`src/rtl/ser9_pkg.sv`:
```
package ser9_pkg;
  typedef enum logic [1:0] {
    FRM_SHIFT  = 2'b00,
    FRM_ASYNC8 = 2'b01,
    FRM_NINE_A = 2'b10,
    FRM_NINE_B = 2'b11
  } frm_mode_e;
endpackage

```
`src/rtl/ser9_fmt.sv`:
```
// Builds the LSB-first bit vector of one frame and its length in bits.
module ser9_fmt #(
  parameter int DW = 8,
  localparam int FW = DW + 3,
  localparam int CW = $clog2(FW + 1)
) (
  input  logic [DW-1:0]         data,
  input  logic                  b9,
  input  ser9_pkg::frm_mode_e   mode,
  output logic [FW-1:0]         frame,
  output logic [CW-1:0]         len,
  output logic                  framed
);
  always_comb begin
    frame  = '1;
    len    = CW'(FW);
    framed = 1'b1;
    case (mode)
      ser9_pkg::FRM_SHIFT: begin
        frame[DW-1:0] = data;
        len           = CW'(DW);
        framed        = 1'b0;
      end
      ser9_pkg::FRM_ASYNC8: begin
        frame[DW:0] = {data, 1'b0};
        len         = CW'(DW + 2);
      end
      default: begin
        frame[DW+1:0] = {b9, data, 1'b0};
        len           = CW'(FW);
      end
    endcase
  end
endmodule

```
`src/rtl/ser9_shift.sv`:
```
// Shift engine: loads a frame when idle and advances one bit per tick.
module ser9_shift #(
  parameter int DW = 8,
  localparam int FW = DW + 3,
  localparam int CW = $clog2(FW + 1)
) (
  input  logic          clk,
  input  logic          rst,
  input  logic          load,
  input  logic [FW-1:0] frame,
  input  logic [CW-1:0] len,
  input  logic          framed,
  input  logic          tick,
  output logic          txd,
  output logic          busy,
  output logic          set_done
);
  logic [FW-1:0] sreg;
  logic [CW-1:0] left;
  logic          has_stop;

  always_comb begin
    set_done = 1'b0;
    if (busy && tick) begin
      if (has_stop) set_done = (left == CW'(2));
      else          set_done = (left == CW'(1));
    end
  end

  always_ff @(posedge clk) begin
    if (rst) begin
      sreg     <= '1;
      left     <= '0;
      has_stop <= 1'b0;
      busy     <= 1'b0;
      txd      <= 1'b1;
    end else if (load) begin
      sreg     <= frame;
      left     <= len;
      has_stop <= framed;
      busy     <= 1'b1;
      txd      <= frame[0];
    end else if (busy && tick) begin
      if (left == CW'(1)) begin
        busy <= 1'b0;
        txd  <= 1'b1;
        left <= '0;
      end else begin
        sreg <= {1'b1, sreg[FW-1:1]};
        txd  <= sreg[1];
        left <= left - CW'(1);
      end
    end
  end
endmodule

```
`src/rtl/ser9_flag.sv`:
```
// Sticky done flag; set has priority over clear.
module ser9_flag (
  input  logic clk,
  input  logic rst,
  input  logic set,
  input  logic clr,
  output logic q
);
  always_ff @(posedge clk) begin
    if (rst)      q <= 1'b0;
    else if (set) q <= 1'b1;
    else if (clr) q <= 1'b0;
  end
endmodule

```
`src/rtl/ser9_tx.sv`:
```
module ser9_tx #(
  parameter int DATA_W = 8
) (
  input  logic              clk,
  input  logic              rst,
  input  logic              wr_stb,
  input  logic [DATA_W-1:0] wr_data,
  input  logic              bit9,
  input  logic [1:0]        mode,
  input  logic              tick,
  input  logic              done_clr,
  output logic              txd,
  output logic              tx_done
);
  localparam int FW = DATA_W + 3;
  localparam int CW = $clog2(FW + 1);

  logic [FW-1:0] frame;
  logic [CW-1:0] len;
  logic          framed;
  logic          busy;
  logic          set_done;
  logic          load;

  assign load = wr_stb && !busy;

  ser9_fmt #(.DW(DATA_W)) u_fmt (
    .data(wr_data), .b9(bit9), .mode(ser9_pkg::frm_mode_e'(mode)),
    .frame(frame), .len(len), .framed(framed)
  );

  ser9_shift #(.DW(DATA_W)) u_shift (
    .clk(clk), .rst(rst), .load(load), .frame(frame), .len(len),
    .framed(framed), .tick(tick), .txd(txd), .busy(busy),
    .set_done(set_done)
  );

  ser9_flag u_flag (
    .clk(clk), .rst(rst), .set(set_done), .clr(done_clr), .q(tx_done)
  );
endmodule

```
`config.mk`:
```
export PLATFORM = sky130hd
export DESIGN_NAME = ser9_tx
export DESIGN_NICKNAME = d
export VERILOG_FILES = /design/src/rtl/ser9_pkg.sv /design/src/rtl/ser9_fmt.sv /design/src/rtl/ser9_shift.sv /design/src/rtl/ser9_flag.sv /design/src/rtl/ser9_tx.sv
export SDC_FILE = /design/constraint.sdc
export NUM_CORES = 1
export LEC_CHECK = 0
export BUFFER_PORTS_ARGS = -buffer_cell sky130_fd_sc_hd__buf_4
export CORE_UTILIZATION = 53
export CTS_CLUSTER_SIZE = 8
export DETAILED_ROUTE_END_ITERATION = 8
export HOLD_SLACK_MARGIN = 0.06
export PLACE_DENSITY = 0.88
export SLEW_MARGIN = 20
export SYNTH_ARGS = -nofsm -noshare
export SYNTH_HDL_FRONTEND = slang
export SYNTH_SLANG_ARGS = --single-unit
```
`constraint.sdc`:
```
create_clock -name clk -period 1.9 [get_ports clk]
set_clock_uncertainty 0.05 [all_clocks]
set_input_delay 0.19 -clock clk [delete_from_list [all_inputs] [get_ports clk]]
set_output_delay 0.19 -clock clk [all_outputs]
set_load 0.1 [all_outputs]
```
==> impl_metrics.tcl <==
set metrics [dict create \
    result_of_the_run "finished clean" \
    rsz0062_at_grt "no" \
    timing.critical_path.fanout_max 11 \
    final_period_minus_worst_setup_slack_ps 1710 \
    routabilityCongestion 0.853 \
    synth_enable_flop_cells 0 \
    path_clk_slew_ps 100 \
    finish.cell_count_without_fillers 154 \
    synth_top_area_cell "dfxtp_1" \
    report.final.setup_viol 0 \
    cts_tree "done" \
    launch_instance_of_the_worst_register_to_register_path "u_shift.left[1]" \
    crit_type "reg -> reg" \
    multiInputGateArea_um2 571 \
    cts-resized-gates 0 \
    synth_common_cells "dfxtp_1 (17), nand3_1 (12), a31oi_1 (10)" \
    power_density_nw_per_um2 717 \
    floorplan.die.width_um 44.6 \
    grt_start_max_net_pins 19 \
    via_count_of_the_first_global_routing_pass 816 \
    fin_ws_ps 190 \
    worst_slew_pin_slew_ps 569 \
    timing.rr.end "u_shift.sreg[9]" \
    ys_warn_count 0 \
    synth_cells 116 \
    port_buffers 17 \
    number_of_buffers_and_inverters_on_the_critical_path 2 \
    pre_cts_ws_ps 237 \
    cts_num_sinks 17 \
    num_vias 946 \
    overflow 0 \
    post-synth-top-count-cell "dfxtp_1" \
    post_drt_wl_per_cell_um 14.0 \
    worstSetupPathDepth 6 \
    design.core.area_um2 1710 \
    grt_first_pass_wirelength_um 3500 \
    placed_cells 150 \
    holdCritStartpoint "done_clr" \
    crit_path_top_delay_cell "or3b_1" \
    fin_tns_setup_ps 0 \
    design.die.area_um2 1990 \
    number_of_instances_on_the_worst_hold_path 3 \
    fill_cells 152 \
    totalWireLength_um 2160 \
    cp-end-kind "register" \
    max_slew_margin_pct 61.9 \
    clock_power_share_pct 24.6 \
    final_min_period_over_clock_period_pct 90.0 \
    initial_core_utilization_pct 56.3 \
    cp.required_ps 2050 \
    synthTopCellsByArea "dfxtp_1 (35%), a31oi_1 (6.5%), nand3_1 (6.3%), nor3b_1 (6.3%), o211ai_1 (5.5%)" \
    vdd_ir_drop_max_mv 0.445 \
    synthesis.nets 135 \
    post_drt_via_cell_ratio 6.14 \
    ys_dominant_reg_cell "dfxtp_1" \
    fin_total_pwr_w 0.000808 \
    diodes 0 \
    hp-class "in -> reg" \
    timing.final.max_slew_violations 0 \
    clk_root_buffer_cell "clkbuf_4" \
    post_cts_buffers 0 \
    tritoncts.num_buffers 3 \
    synth_top_area_share_pct 35.4 \
    p_leak_nw 0.410 \
    power_switching_share_pct 30.9 \
    final_layout_size_suffix_gt1_share_pct 18.6 \
    hold_path_end "u_flag.q" \
    antenna_left 0 \
    initial_antenna_violation_count 0 \
    drt-pass1-iter-count 4 \
    synthToLayoutAreaGrowth_pct 17.2 \
    die_height_um 44.6 \
    r2r_cells 6 \
    cts.hold.buffers_added 0 \
    drt_iter0_drc 20 \
    crit_chain "inv_1 -> ha_1 -> or3b_1 -> buf_4 -> a211oi_1 -> o21bai_1" \
    setup.reg_to_reg.worst_slack_ps 190 \
    clock_latency_late_sink_ps 300 \
    critical_path.top_delay_family "simple AND/OR/NAND/NOR gates" \
    clock.fmax_mhz 585 \
    maxCapViolCount 0 \
    synth.ff_latch_count 17 \
    slowest_delay_ps 400 \
    regArea_um2 340 \
    final_nets 149 \
    hold_violation_total_from_the_final_report 0 \
    share_seq_of_total_power_pct 50.8 \
    dp.final_hpwl_um 1490 \
    arrival_worst_endpoint_ps 1860 \
    deepest_clock_path_buffer_count 2 \
    placementRows 15 \
    synth.avg_cell_area_um2 8.28 \
    io_pins 18 \
    share_of_the_yosys_chip_area_belonging_to_registers_pct 35.4 \
    track_usage_pct 24.3 \
    internal_power_w 0.000558 \
    combinational_power_share_pct 24.6 \
    synth-async-reset-ratio_pct 0 \
    synth.lib_cells_used.distinct 30 \
    worst_setup_path_start_kind "register" \
    drc 0 \
    ctsHtreeMaxLevel 1 \
    synth_area_um2 961 \
    netSwitchingPower_w 0.000250 \
]
worst max-delay path by stage:
stage | start | to | slack (ps)
after floorplan | u_shift.left[1] | u_shift.sreg[8] | 330
after global placement | u_shift.left[1] | u_shift.sreg[9] | 290
after detailed placement | u_shift.left[1] | u_shift.left[3] | 240
after CTS | u_shift.left[1] | u_shift.sreg[9] | 210
after global routing | u_shift.left[1] | u_shift.sreg[9] | 60
final | u_shift.left[1] | u_shift.sreg[9] | 190
cell type report:
class | instances | area share (%)
Tap cell | 25 | 2.78
Clock buffer | 4 | 2.33
Timing Repair Buffer | 20 | 13.3
Inverter | 2 | 0.667
Sequential cell | 17 | 30.2
Multi-Input combinational cell | 86 | 50.7
cell families (layout without fill, tap and decap cells):
group	count (synthesis)	after routing	synth area share [%]
muxes	1	1	1.04
and+or+nand+nor	37	37	23.2
adders and majority gates	3	3	3.91
DFF	17	17	35.4
buffers and inverters	13	26	5.21
AOI/OAI and AO/OA	45	45	31.3
metal layers:
metal  share of wire (%)  up-vias  global-route usage [%]
met3                 3.1       11                    4.08
met5                   0        -                       0
met2                  49       35                    41.8
met1                  44      433                    27.9
met4                 3.9        0                    15.2
li1                    -      467                       -
state kept, by name, indices dropped and copies added, names as in the netlist:
name              count
u_shift.left          4
u_shift.busy          1
u_shift.sreg          9
u_flag.q              1
u_shift.has_stop      1
u_shift.txd           1
cells in the final DEF, fill, tap and decap left out, types with 2 or more instances in the layout:
master and count:
nor2_1 3, o21a_1 7, dfxtp_1 17, o21ai_0 9, buf_4 20, nor3b_1 8
or4_1 2, a211oi_1 3, nand2_1 3, ha_1 3, nand3_1 12, o211ai_1 7
a31oi_1 10, inv_1 2, nand2b_1 3, a21oi_1 3, or3_1 2, clkbuf_4 3
tightest hold or removal path, cell delays in order:
cell and delay (ps):
buf_4 70, nand2b_1 90, a21oi_1 60
power by group through the flow:
stage | clock (W) | sequential (W) | combinational [W]
2_1_floorplan | 0 | 0.000431 | 0.000123
3_3_place_gp | 0 | 0.000416 | 0.000192
3_5_place_dp | 0 | 0.000418 | 0.000197
4_1_cts | 0.000202 | 0.000410 | 0.000199
5_1_grt | 0.000217 | 0.000414 | 0.000220
6_report | 0.000199 | 0.000410 | 0.000199
metrics by stage:
stage	area (um^2)	hold slack [ps]	util, %
after floorplan	961	293	-
after global placement	1100	379	64.4
after detailed placement	1100	400	64.4
after CTS	1130	89.5	65.9
after global routing	1130	98.7	65.9
final	1130	93.9	65.9
No activity file was read; power rests on OpenSTA's default activity.
